**config.mk**
```make
export PLATFORM = sky130hd
export DESIGN_NAME = cmdreg_if
export DESIGN_NICKNAME = d
export VERILOG_FILES = /design/src/rtl/cmdreg_pkg.sv /design/src/rtl/cmdreg_file.sv /design/src/rtl/cmdreg_evfifo.sv /design/src/rtl/cmdreg_if.sv
export SDC_FILE = /design/constraint.sdc
export NUM_CORES = 1
export LEC_CHECK = 0
export BUFFER_PORTS_ARGS = -buffer_cell sky130_fd_sc_hd__buf_4
export CAP_MARGIN = 20
export CORE_UTILIZATION = 45
export DETAILED_ROUTE_END_ITERATION = 8
export HOLD_SLACK_MARGIN = 0.02
export PLACE_DENSITY = 0.66
export SLEW_MARGIN = 25
export SYNTH_ARGS = -nofsm -noshare
export SYNTH_HDL_FRONTEND = slang
export SYNTH_HIERARCHICAL = 1
export SYNTH_SLANG_ARGS = --single-unit
```
**constraint.sdc**
```tcl
create_clock -name clk -period 4.3 [get_ports clk]
set_input_delay 0.645 -clock clk [delete_from_list [all_inputs] [get_ports clk]]
set_output_delay 0.645 -clock clk [all_outputs]
set_load 0.02 [all_outputs]
```
**src/rtl/cmdreg_pkg.sv**
```systemverilog
// Package: shared address map, field layout and the address-validity helper
// for the command register interface.
package cmdreg_pkg;
    localparam logic [6:0]  A_CR1     = 7'h01;
    localparam logic [6:0]  A_CR2     = 7'h02;
    localparam logic [6:0]  A_CR3     = 7'h03;
    localparam logic [6:0]  A_OPR     = 7'h04;
    localparam logic [6:0]  A_TSA0    = 7'h10;
    localparam logic [15:0] NO_CHANGE = 16'h0000;

    // Two-byte command as it arrives on the control port.
    typedef struct packed {
        logic [6:0] addr;
        logic       rd;
        logic [7:0] data;
    } cmd_t;

    // True when the address names a register that exists.
    function automatic logic addr_known(input logic [6:0] a, input int n_tsa);
        addr_known = (a >= A_CR1 && a <= A_OPR) ||
                     (a >= A_TSA0 && int'(a) < int'(A_TSA0) + n_tsa);
    endfunction
endpackage

```
**src/rtl/cmdreg_file.sv**
```systemverilog
// Module: cmdreg_file
// Holds the configuration registers and drives them out to the device.
// One write port and one combinational read port.
// Assumes: wr_en is asserted only for known addresses (the top decodes this).
module cmdreg_file
    import cmdreg_pkg::*;
#(
    parameter int N_TSA = 4
) (
    input  logic               clk,
    input  logic               rst_n,
    input  logic               wr_en,
    input  logic [6:0]         wr_addr,
    input  logic [7:0]         wr_data,
    input  logic [6:0]         rd_addr,
    output logic [7:0]         rd_data,
    output logic [7:0]         cfg_cr1,
    output logic [7:0]         cfg_cr2,
    output logic [7:0]         cfg_cr3,
    output logic [7:0]         cfg_opr,
    output logic [8*N_TSA-1:0] cfg_tsa
);
    logic [7:0] cr1_q, cr2_q, cr3_q, opr_q;
    logic [7:0] tsa_q [N_TSA];

    // Register storage: reset to zero, update on a decoded write.
    always_ff @(posedge clk) begin
        if (!rst_n) begin
            cr1_q <= '0;
            cr2_q <= '0;
            cr3_q <= '0;
            opr_q <= '0;
            for (int i = 0; i < N_TSA; i++) tsa_q[i] <= '0;
        end else if (wr_en) begin
            if (wr_addr == A_CR1) cr1_q <= wr_data;
            if (wr_addr == A_CR2) cr2_q <= {wr_data[7:1], 1'b0};
            if (wr_addr == A_CR3) cr3_q <= wr_data;
            if (wr_addr == A_OPR) opr_q <= wr_data;
            for (int i = 0; i < N_TSA; i++)
                if (wr_addr == A_TSA0 + 7'(i)) tsa_q[i] <= wr_data;
        end
    end

    // Read mux for readback delivery.
    always_comb begin
        rd_data = '0;
        if (rd_addr == A_CR1) rd_data = cr1_q;
        if (rd_addr == A_CR2) rd_data = cr2_q;
        if (rd_addr == A_CR3) rd_data = cr3_q;
        if (rd_addr == A_OPR) rd_data = opr_q;
        for (int i = 0; i < N_TSA; i++)
            if (rd_addr == A_TSA0 + 7'(i)) rd_data = tsa_q[i];
    end

    assign cfg_cr1 = cr1_q;
    assign cfg_cr2 = cr2_q;
    assign cfg_cr3 = cr3_q;
    assign cfg_opr = opr_q;

    // Flatten the slot registers onto the output bus.
    for (genvar g = 0; g < N_TSA; g++) begin : g_tsa_out
        assign cfg_tsa[8*g +: 8] = tsa_q[g];
    end
endmodule

```
**src/rtl/cmdreg_evfifo.sv**
```systemverilog
// Module: cmdreg_evfifo
// First-in first-out store for pending event words.
// A push is accepted when there is room, or when a pop in the same cycle
// frees a slot. Otherwise the push is dropped.
// Assumes: DEPTH is a power of two; pop is asserted only when count != 0.
module cmdreg_evfifo #(
    parameter int DEPTH = 4,
    parameter int W     = 16,
    localparam int PTR_W = (DEPTH > 1) ? $clog2(DEPTH) : 1,
    localparam int CNT_W = $clog2(DEPTH + 1)
) (
    input  logic             clk,
    input  logic             rst_n,
    input  logic             push,
    input  logic [W-1:0]     push_data,
    input  logic             pop,
    output logic [W-1:0]     head,
    output logic [CNT_W-1:0] count
);
    logic [W-1:0]     mem [DEPTH];
    logic [PTR_W-1:0] wr_ptr, rd_ptr;
    logic             push_ok;

    assign push_ok = push && ((count < CNT_W'(DEPTH)) || pop);
    assign head    = mem[rd_ptr];

    // Storage write: data only, no reset needed.
    always_ff @(posedge clk) begin
        if (push_ok) mem[wr_ptr] <= push_data;
    end

    // Pointers and occupancy.
    always_ff @(posedge clk) begin
        if (!rst_n) begin
            wr_ptr <= '0;
            rd_ptr <= '0;
            count  <= '0;
        end else begin
            if (push_ok) wr_ptr <= wr_ptr + 1'b1;
            if (pop)     rd_ptr <= rd_ptr + 1'b1;
            count <= count + CNT_W'(push_ok) - CNT_W'(pop);
        end
    end
endmodule

```
**src/rtl/cmdreg_if.sv**
```systemverilog
// Module: cmdreg_if (top)
// Decodes two-byte commands, writes or arms a readback of the registers,
// and answers each command cycle with one item from the interrupt stack.
// Events come first, in arrival order. A pending readback is delivered
// only after them. With nothing pending, the answer is the no-change word.
// Assumes: commands arrive already deserialized, one for each cmd_valid cycle.
module cmdreg_if
    import cmdreg_pkg::*;
#(
    parameter int N_TSA    = 4,
    parameter int EV_DEPTH = 4,
    localparam int CNT_W   = $clog2(EV_DEPTH + 1)
) (
    input  logic               clk,
    input  logic               rst_n,
    input  logic               cmd_valid,
    input  logic [7:0]         cmd_hi,
    input  logic [7:0]         cmd_lo,
    input  logic               ev_valid,
    input  logic [15:0]        ev_word,
    output logic               resp_valid,
    output logic [15:0]        resp_word,
    output logic               irq,
    output logic [7:0]         cfg_cr1,
    output logic [7:0]         cfg_cr2,
    output logic [7:0]         cfg_cr3,
    output logic [7:0]         cfg_opr,
    output logic [8*N_TSA-1:0] cfg_tsa
);
    cmd_t             cmd;
    logic             known;
    logic             wr_en, rb_req, pop, rb_deliver;
    logic             rb_pend_q;
    logic [6:0]       rb_addr_q;
    logic [7:0]       rd_data;
    logic [15:0]      ev_head;
    logic [CNT_W-1:0] ev_count;
    logic             ev_nonempty;

    assign cmd         = cmd_t'({cmd_hi, cmd_lo});
    assign known       = addr_known(cmd.addr, N_TSA);
    assign wr_en       = cmd_valid && !cmd.rd && known;
    assign rb_req      = cmd_valid && cmd.rd && known;
    assign ev_nonempty = (ev_count != '0);
    assign pop         = cmd_valid && ev_nonempty;
    assign rb_deliver  = cmd_valid && !ev_nonempty && rb_pend_q;
    assign irq         = ev_nonempty || rb_pend_q;

    cmdreg_file #(.N_TSA(N_TSA)) u_file (
        .clk     (clk),
        .rst_n   (rst_n),
        .wr_en   (wr_en),
        .wr_addr (cmd.addr),
        .wr_data (cmd.data),
        .rd_addr (rb_addr_q),
        .rd_data (rd_data),
        .cfg_cr1 (cfg_cr1),
        .cfg_cr2 (cfg_cr2),
        .cfg_cr3 (cfg_cr3),
        .cfg_opr (cfg_opr),
        .cfg_tsa (cfg_tsa)
    );

    cmdreg_evfifo #(.DEPTH(EV_DEPTH), .W(16)) u_evq (
        .clk       (clk),
        .rst_n     (rst_n),
        .push      (ev_valid),
        .push_data (ev_word),
        .pop       (pop),
        .head      (ev_head),
        .count     (ev_count)
    );

    // Readback slot: bottom of the stack; a new request overrides delivery.
    always_ff @(posedge clk) begin
        if (!rst_n) begin
            rb_pend_q <= 1'b0;
            rb_addr_q <= '0;
        end else if (rb_req) begin
            rb_pend_q <= 1'b1;
            rb_addr_q <= cmd.addr;
        end else if (rb_deliver) begin
            rb_pend_q <= 1'b0;
        end
    end

    // Response register: one word per command cycle, from pre-edge state.
    always_ff @(posedge clk) begin
        if (!rst_n) begin
            resp_valid <= 1'b0;
            resp_word  <= NO_CHANGE;
        end else begin
            resp_valid <= cmd_valid;
            if (cmd_valid) begin
                if (pop)             resp_word <= ev_head;
                else if (rb_deliver) resp_word <= {rb_addr_q, 1'b1, rd_data};
                else                 resp_word <= NO_CHANGE;
            end
        end
    end
endmodule

```
==> flow_summary.toml, run 1 <==
[status]
status = "completed"

[final_layout]
area_delta_synth_final_pct = 22.5
n_antenna_cell = 0
fin_util_pct = 56.5
fin_nets = 674
drive_gt1_share_pct = 29.3

[global_route]
grt_pass1_vias = 4444
grt-ovfl-total = 0
grt_max_degree = 74
track_usage_pct = 20.7
grt_use_met1_pct = 27.5
met3_usage_pct = 4.93
grt_pass1_wl_um = 24300
busiest_layer = "met2"
use_met2_pct = 33.0
antenna_found_initial = 0

[setup_path]
reg2reg_depth = 13
worstSetupPathType = "flop to flop"
worst-path-stages = 13
startpoint_type = "flop"
cp_cell_sequence = "nor3_2, buf_4, nor2_1, inv_1, a21boi_1, inv_1, ha_1, inv_1, ha_1, fa_1, xor2_1, xnor2_1, and2_1"
max_stage_delay_ps = 400
required_ps = 4620
crit_path_max_fanout = 18
startpoint = "u_evq/count[1]"
rr_startpoint = "u_evq/count[1]"
crit_family = "adder cells"
slowest_stage = "dfxtp_1"
crit_path_end_kind = "flop"
critPathArrivalTime_ps = 3180
crit_top_cell = "inv_1"
crit_end = "u_evq/count[2]"
timing.rr.end = "u_evq/count[2]"
reg2reg_setup_slack_ps = 1440
path_buf_inv = 4

[sta]
finalMaxSlewViolations = 0
worst_slew_pin_slew_ps = 924
grt_setup_unrepaired = "false"
setup_viol = 0
final.period_utilization_pct = 66.5
finalHoldViolCount = 0
setup_tns_ps = 0
max_freq_mhz = 350
layout_min_cycle_time_ps = 2860
max_slew_margin_pct = 38.4
skew_ps = 7.33

[power]
p_seq_share_pct = 46.5
swShare_pct = 26.2
clockPowerShare_pct = 38.2
p_int_mw = 2.97
p_sw_mw = 1.06
powerDensity_mw_per_mm2 = 469
comb_power_share_pct = 15.3
ir_drop_uv = 293
p_leak_nw = 3.24
power_mw = 4.03

[detailed_routing]
wirelength_um = 16200
detailroute.via_count = 4555
route.antenna.remaining_nets = 0
drt-initial-drc-count = 316
avgViaCountPerCell = 5.47
wl_per_cell_um = 19.4
drc = 0
first_pass_iters = 5

[synthesis]
syn_area_mm2 = 0.00702
yosysWarningCount = 6
syn_inst = 518
synth_fp_nets = 561
ys_seq_elements = 161
synth_edf_count = 96
synth_ff_type = "edfxtp_1"
async_reset_ff_share_pct = 0
ys_seq_area_share_pct = 59.6
syn_area_per_cell_um2 = 13.5
ys_types = 57

[placement]
io_buffers = 116
dp_hpwl_um = 11300
place.gp.congestion = 0.832

[hold_path]
hp-class = "input pin to flop"

[flow_run]
maxCapViolCount = 0

[clock_tree]
cts.path.max_buffers = 2
cts_setup_buffers = 0
cts_sinks = 161
cts.clk_slew.worst_paths_ps = 60
clock-root-buffer = "clkbuf_16"
cts_tree = "yes"
cts_hold_buf = 0
insertion_delay_ps = 430
post_cts_resized = 0
numCtsBuffers = 17
htreeDepth = 4

[floorplanning]
core_mm2 = 0.0152
die_width_um = 127
die-area_mm2 = 0.0161
row_count = 45
fp.dieH_um = 127
io_pins = 118
start_util_pct = 46.1
-- synthesized netlist by cell type, types with 11 or more instances --
master / instances / area, um2
nor2_1: 14 / 52.6
clkbuf_1: 11 / 41.3
mux4_2: 18 / 405
a31oi_1: 16 / 100
dfxtp_1: 65 / 1300
edfxtp_1: 96 / 2880
nand2_1: 29 / 109
nor2b_1: 32 / 200
inv_1: 13 / 48.8
mux2i_1: 37 / 370
and2_1: 43 / 269
o21ai_0: 25 / 125
nand3_1: 16 / 80.1
-- flip-flops by register name, indices dropped and copies added (netlist names), 3 cells and up, named ones only --
name            flops
resp_word          16
u_file/cfg_cr1      8
u_file/tsa_q       32
u_file/cfg_cr2      7
u_evq/mem          64
rb_addr_q           7
u_file/cfg_cr3      8
u_file/cfg_opr      8
u_evq/count         3
-- layer usage --
| layer | vias up | part of all wire (%) | wire length [um] |
|---|---|---|---|
| met2 | 140 | 48 | 7730 |
| met1 | 2230 | 45 | 7240 |
| met4 | 0 | 1.7 | 278 |
| li1 | 2163 | - | - |
| met3 | 22 | 5.7 | 920 |
| met5 | - | 0 | 0 |
-- worst register-to-register path: stages, from the launching register on --
cell,delay [ps]
dfxtp_1,400
nor3_2,70
buf_4,190
nor2_1,260
inv_1,70
a21boi_1,370
inv_1,90
ha_1,280
inv_1,40
ha_1,180
fa_1,370
xor2_1,160
xnor2_1,130
and2_1,150
-- power by group through the flow --
stage / logic (mW) / clock network, mW / registers [mW]
3_3_place_gp: 0.608 / 0 / 1.90
6_report: 0.616 / 1.54 / 1.87
5_1_grt: 0.672 / 1.63 / 1.89
3_5_place_dp: 0.618 / 0 / 1.91
4_1_cts: 0.622 / 1.56 / 1.88
2_1_floorplan: 0.435 / 0 / 1.89
-- cell type report --
| class | count | area, um2 |
|---|---|---|
| sequential | 161 | 4190 |
| clock inverter | 15 | 185 |
| tap | 188 | 235 |
| clock buffer | 17 | 425 |
| timing repair buffer | 122 | 916 |
| inverter | 13 | 48.8 |
| fill | 1244 | 6610 |
| multi-input combinational | 316 | 2590 |
-- cell usage in the layout (no fill, tap or decap), types with 13 or more instances in the layout --
| cell | Yosys | final |
|---|---|---|
| mux2i_1 | 37 | 37 |
| a31oi_1 | 16 | 16 |
| buf_4 | 3 | 122 |
| edfxtp_1 | 96 | 96 |
| o21ai_0 | 25 | 25 |
| inv_1 | 13 | 13 |
| mux4_2 | 18 | 18 |
| nand2_1 | 29 | 29 |
| nor2_1 | 14 | 14 |
| and2_1 | 43 | 43 |
| nand3_1 | 16 | 16 |
| clkbuf_16 | 0 | 17 |
| dfxtp_1 | 65 | 63 |
| nor2b_1 | 32 | 32 |
-- logic make-up (layout without fill, tap and decap cells) --
family | Yosys count | in the layout | synth area share, %
adder cells (fa/ha/maj) | 7 | 7 | 1.36
AO/OA/AOI/OAI | 73 | 73 | 6.74
buffers and inverters | 41 | 167 | 3.37
flip-flops | 161 | 161 | 59.6
multiplexers | 65 | 65 | 13.9
AND/OR/NAND/NOR | 166 | 166 | 14.4
other | 1 | 1 | 0.0535
XOR/XNOR | 4 | 4 | 0.499
-- per-stage QoR --
stage                     setup slack, ps  cells  hold WS (ps)  cell area, um2
after detailed placement             1030    800           512            7980
after CTS                            1390    832           403            8590
after global routing                 1150    832           404            8590
final                                1440    832           418            8590
after floorplan                      1450    518           468            7020
after global placement               1130    800           479            7980
-- worst min path at each step --
stage               startpoint               to  slack [ps]  cells past startpoint
2_1_floorplan  u_evq/wr_ptr[1]  u_evq/wr_ptr[1]         470                      2
3_3_place_gp   u_evq/wr_ptr[1]  u_evq/wr_ptr[1]         480                      2
3_5_place_dp      rb_addr_q[5]     rb_addr_q[5]         510                      1
4_1_cts             ev_word[1]  u_evq/mem[0][1]         400                      1
5_1_grt             ev_word[1]  u_evq/mem[0][1]         400                      1
6_report            ev_word[4]  u_evq/mem[2][4]         420                      1
(Power assumes the default switching activity.)
==> run 2, diff against run 1 <==
--- a/config.mk
+++ b/config.mk
@@ -10,7 +10,7 @@
 export CORE_UTILIZATION = 45
 export DETAILED_ROUTE_END_ITERATION = 8
 export HOLD_SLACK_MARGIN = 0.02
-export PLACE_DENSITY = 0.66
+export PLACE_DENSITY = 0.69
 export SLEW_MARGIN = 25
 export SYNTH_ARGS = -nofsm -noshare
 export SYNTH_HDL_FRONTEND = slang
==> constraint.sdc (replaced) <==
create_clock -name clk -period 2.4 [get_ports clk]
set_input_delay 0.36 -clock clk [delete_from_list [all_inputs] [get_ports clk]]
set_output_delay 0.36 -clock clk [all_outputs]
set_load 0.02 [all_outputs]
==> flow_summary.toml, run 2 (synthesis gave the netlist of run 1 again) <==
[detailed_routing]
drt-initial-drc-count = 431
avgViaCountPerCell = 5.52
route.antenna.remaining_nets = 0
first_pass_iters = 5
drc = 0
wirelength_um = 16600
detailroute.via_count = 4708
wl_per_cell_um = 19.5

[global_route]
grt_use_met1_pct = 29.6
grt-ovfl-total = 0
antenna_found_initial = 0
grt_pass1_vias = 4676
track_usage_pct = 21.5
met3_usage_pct = 4.98
grt_pass1_wl_um = 25800
busiest_layer = "met2"
grt_max_degree = 40
use_met2_pct = 33.6

[setup_path]
max_stage_delay_ps = 380
crit_path_max_fanout = 3
slowest_stage = "fa_1"
cp_cell_sequence = "nor3_2, nor2_2, inv_1, a21boi_4, inv_1, ha_1, inv_1, ha_1, fa_1, xor2_1, xnor2_1, and2_1"
timing.rr.end = "u_evq/count[2]"
crit_path_end_kind = "flop"
reg2reg_depth = 12
rr_startpoint = "u_evq/count[0]"
critPathArrivalTime_ps = 2530
worstSetupPathType = "flop to flop"
required_ps = 2710
startpoint_type = "flop"
reg2reg_setup_slack_ps = 190
crit_top_cell = "inv_1"

[final_layout]
fin_nets = 695
n_antenna_cell = 0
final_common_cell = "buf_4"
area_delta_synth_final_pct = 24.8
final_cells = 853
largest_register_ffs = 64
final_cell_mix = "buf_4 (143), edfxtp_1 (96), dfxtp_1 (64)"
max_flop_register = "u_evq/mem"
reg.largest.list = "u_evq/mem (64), u_file/tsa_q (32), resp_word (16)"
fin_area_mm2 = 0.00876
drive_gt1_share_pct = 31.6
n_fill_cell = 1223

[clock_tree]
cts_tree = "yes"
cts.clk_slew.worst_paths_ps = 60
cts.path.max_buffers = 2
clock-root-buffer = "clkbuf_16"
htreeDepth = 4
numCtsBuffers = 17
post_cts_resized = 0
cts_sinks = 161
cts_hold_buf = 0
cts_setup_buffers = 0
insertion_delay_ps = 420

[sta]
final.period_utilization_pct = 92.2
finalMaxSlewViolations = 0
max_freq_mhz = 452
setup_tns_ps = 0
worst_slew_pin_slew_ps = 757
timing.final.ws_setup_ps = 187
skew_ps = 8.14
layout_min_cycle_time_ps = 2210
setup_viol = 0
max_slew_margin_pct = 49.4
grt_setup_unrepaired = "false"
finalHoldViolCount = 0
hold_slack_ps = 135

[flow_run]
maxCapViolCount = 0

[placement]
post_dp_cell_area_mm2 = 0.00815
place.gp.congestion = 0.833
pre_cts_slack_ps = -142
dp_hpwl_um = 11700
dpl.cell_count = 821
io_buffers = 116

[power]
comb_power_share_pct = 17.1
clockPowerShare_pct = 37.9
p_sw_mw = 1.91
swShare_pct = 26.2
ir_drop_uv = 564
p_int_mw = 5.37
p_leak_nw = 3.35
powerDensity_mw_per_mm2 = 831
p_seq_share_pct = 45.0

[hold_path]
hp-class = "input pin to flop"
hold_depth = 1
whs_endpoint = "u_evq/mem[0][11]"
hp-start = "ev_word[11]"

[floorplanning]
fp.dieH_um = 127
start_util_pct = 46.1
die_width_um = 127
die-area_mm2 = 0.0161
row_count = 45
io_pins = 118
core_mm2 = 0.0152

[status]
status = "completed"
## run 2: cell types whose count changed in the layout (fill, tap and decap cells not counted), sizes merged
cell and delta:
clkbuf +1, buf +21, clkinv -3, inv +2
## run 2: final cells by class
type	instances	area, um2	area share (%)
tap	188	235	2.69
clock buffer	18	429	4.90
clock inverter	14	178	2.03
inverter	13	48.8	0.557
sequential	161	4190	47.8
timing repair buffer	143	1070	12.3
multi-input combinational	316	2610	29.8
## run 2: metal layers
layer  vias up  wire length [um]
li1       2198                 -
met1      2338              7460
met2       155              7990
met3        17               971
met4         0               216
met5         -                 0
## run 2: stage by stage
step / total power, mW / utilization [%]
6_report: 7.28 / 57.6
5_1_grt: 7.58 / 57.6
2_1_floorplan: 4.17 / -
3_5_place_dp: 4.59 / 53.6
3_3_place_gp: 4.55 / 53.6
4_1_cts: 7.35 / 57.6
## run 2: how the worst max path moves through the flow
stage                         from                  to  slack [ps]  cells after the start
floorplan                cmd_valid  u_file/tsa_q[0][0]        -140                      6
global placement         cmd_hi[2]  u_file/tsa_q[2][4]        -140                      7
detailed placement       cmd_hi[2]  u_file/tsa_q[2][4]        -140                      7
CTS                 u_evq/count[1]      u_evq/count[2]         120                     12
global route             cmd_hi[2]  u_file/tsa_q[2][4]          50                      7
finish              u_evq/count[0]      u_evq/count[2]         190                     12
## run 2: worst max-delay path, delay by kind of cell, from the launching register on
family	cells	cell delay, ps
DFF	1	370
adders and majority gates	3	820
buffers and inverters	3	160
xor gates and xnor gates	2	290
AOI/OAI and AO/OA	1	130
and+or+nand+nor	3	320
## run 2: power groups by stage
stage	Combinational [mW]	Sequential, mW	Clock (mW)
after detailed placement	1.25	3.33	0
after floorplan	0.788	3.39	0
after global placement	1.23	3.32	0
after CTS	1.26	3.28	2.81
after global routing	1.37	3.30	2.91
final	1.24	3.28	2.76
==> run 3, diff against run 2 <==
--- a/config.mk
+++ b/config.mk
@@ -8,6 +8,7 @@
 export BUFFER_PORTS_ARGS = -buffer_cell sky130_fd_sc_hd__buf_4
 export CAP_MARGIN = 20
 export CORE_UTILIZATION = 45
+export CTS_BUF_LIST = sky130_fd_sc_hd__clkbuf_4
 export DETAILED_ROUTE_END_ITERATION = 8
 export HOLD_SLACK_MARGIN = 0.02
 export PLACE_DENSITY = 0.69
==> flow_summary.toml, run 3 (synthesis gave the netlist of run 1 again) <==
[sta]
timing.final.ws_setup_ps = 172
grt_setup_unrepaired = "false"
finalMaxSlewViolations = 0
max_freq_mhz = 449
finalHoldViolCount = 0
layout_min_cycle_time_ps = 2230
worst_slew_pin_slew_ps = 778
final.period_utilization_pct = 92.8
skew_ps = 15.5
max_slew_margin_pct = 48.0
setup_viol = 0

[placement]
dp_hpwl_um = 11700
pre_cts_slack_ps = -142
post_dp_cell_area_mm2 = 0.00815
place.gp.congestion = 0.833
io_buffers = 116

[floorplanning]
row_count = 45
fp.dieH_um = 127
die-area_mm2 = 0.0161
core_mm2 = 0.0152
die_width_um = 127
io_pins = 118
start_util_pct = 46.1

[clock_tree]
clock-root-buffer = "clkbuf_4"
insertion_delay_ps = 580
htreeDepth = 4
cts_tree = "yes"
cts.clk_slew.worst_paths_ps = 130
cts.path.max_buffers = 2
numCtsBuffers = 17
cts_setup_buffers = 0
cts_sinks = 161

[global_route]
antenna_found_initial = 1
grt_pass1_vias = 4702
grt-ovfl-total = 0
grt_pass1_wl_um = 25900
grt_max_degree = 40
track_usage_pct = 21.6

[final_layout]
seqCellArea_mm2 = 0.00419
area_delta_synth_final_pct = 23.0
reg.largest.list = "u_evq/mem (64), u_file/tsa_q (32), resp_word (16)"
final_common_cell = "buf_4"
largest_register_ffs = 64
n_fill_cell = 1247
fin_area_mm2 = 0.00863
max_flop_register = "u_evq/mem"
drive_gt1_share_pct = 31.0
fin_nets = 711
final_cell_mix = "buf_4 (143), edfxtp_1 (96), dfxtp_1 (64)"
multi_input_area_mm2 = 0.00261

[setup_path]
required_ps = 2870
critPathArrivalTime_ps = 2700
reg2reg_depth = 12
slowest_stage = "dfxtp_1"
crit_end = "u_evq/count[2]"
max_stage_delay_ps = 400
cp_cell_sequence = "nor3_2, nor2_2, inv_1, a21boi_4, inv_1, ha_1, inv_1, ha_1, fa_1, xor2_1, xnor2_1, and2_1"
worstSetupPathType = "flop to flop"
startpoint_type = "flop"
crit_top_cell = "inv_1"
rr_startpoint = "u_evq/count[0]"
crit_path_max_fanout = 3
crit_path_end_kind = "flop"
startpoint = "u_evq/count[0]"
reg2reg_setup_slack_ps = 170
timing.rr.end = "u_evq/count[2]"

[power]
p_leak_nw = 3.29
power_mw = 6.27
powerDensity_mw_per_mm2 = 727
ir_drop_uv = 341

[detailed_routing]
drt-initial-drc-count = 506
wl_per_cell_um = 19.3
avgViaCountPerCell = 5.46
first_pass_iters = 4
route.antenna.remaining_nets = 0
wirelength_um = 16800
detailroute.via_count = 4746
drc = 0

[hold_path]
hp-class = "input pin to flop"

[status]
status = "completed"

[flow_run]
maxCapViolCount = 0
==> run 3: cell count changes in the layout (fill, tap and decap cells not counted), sizes merged <==
cell | previous run | this run
diode | 0 | 1
dlygate4sd3 | 0 | 16
==> run 3: where the power goes <==
part           switching (mW)  leakage (nW)  total (mW)  internal [mW]
combinational           0.692          1.70        1.27          0.577
clock                   0.982         0.170        1.73          0.752
sequential              0.115          1.42        3.27           3.16
==> run 3: critical path: cells and delay by family, from the launching register on <==
family / cells / cell delay (ps)
compound gates: 1 / 130
xor+xnor: 2 / 290
fa+ha+maj: 3 / 830
buf+inv: 3 / 160
flops: 1 / 400
simple gates: 3 / 320
==> run 3: stage by stage <==
step	std cells	util [%]	hold slack, ps	TNS, ps
2_1_floorplan	518	-	459	-2410
3_3_place_gp	821	53.6	476	-1920
3_5_place_dp	821	53.6	498	-3250
4_1_cts	869	56.7	67.3	0
5_1_grt	870	56.7	90.6	0
6_report	870	56.7	101	0
==> run 3: cell type report <==
type / instances / share of cell area, %
clock buffers: 18 / 1.57
repair buffers: 159 / 14.3
clock inverters: 14 / 2.06
multi-input cells: 316 / 30.2
flip-flops and latches: 161 / 48.5
well taps: 188 / 2.73
inverters: 13 / 0.566
diodes: 1 / 0.0290
==> run 3: what timing repair did <==
action                     in CTS  in global routing
hold endpoints to repair       64                  0
gates resized for setup         0                  1
setup endpoints to repair       0                  1
hold buffers                   16                  0
==> run 3: worst min path at each step <==
stage,start,endpoint,slack (ps),cells past startpoint
after floorplan,ev_word[0],u_evq/mem[0][0],460,0
after global placement,u_evq/wr_ptr[1],u_evq/wr_ptr[1],480,2
after detailed placement,u_evq/wr_ptr[0],u_evq/wr_ptr[0],500,2
after CTS,cmd_lo[0],u_file/cfg_cr3[0],70,3
after global routing,cmd_lo[6],u_file/cfg_cr2[6],90,3
final,cmd_lo[0],u_file/cfg_cr3[0],100,3
==> run 3: routing by layer <==
| layer | wire, um | vias to the layer above | track usage, % |
|---|---|---|---|
| met1 | 7570 | 2351 | 29.7 |
| li1 | - | 2231 | - |
| met2 | 8060 | 143 | 34.3 |
| met5 | 0 | - | 0 |
| met3 | 905 | 21 | 4.81 |
| met4 | 228 | 0 | 6.93 |
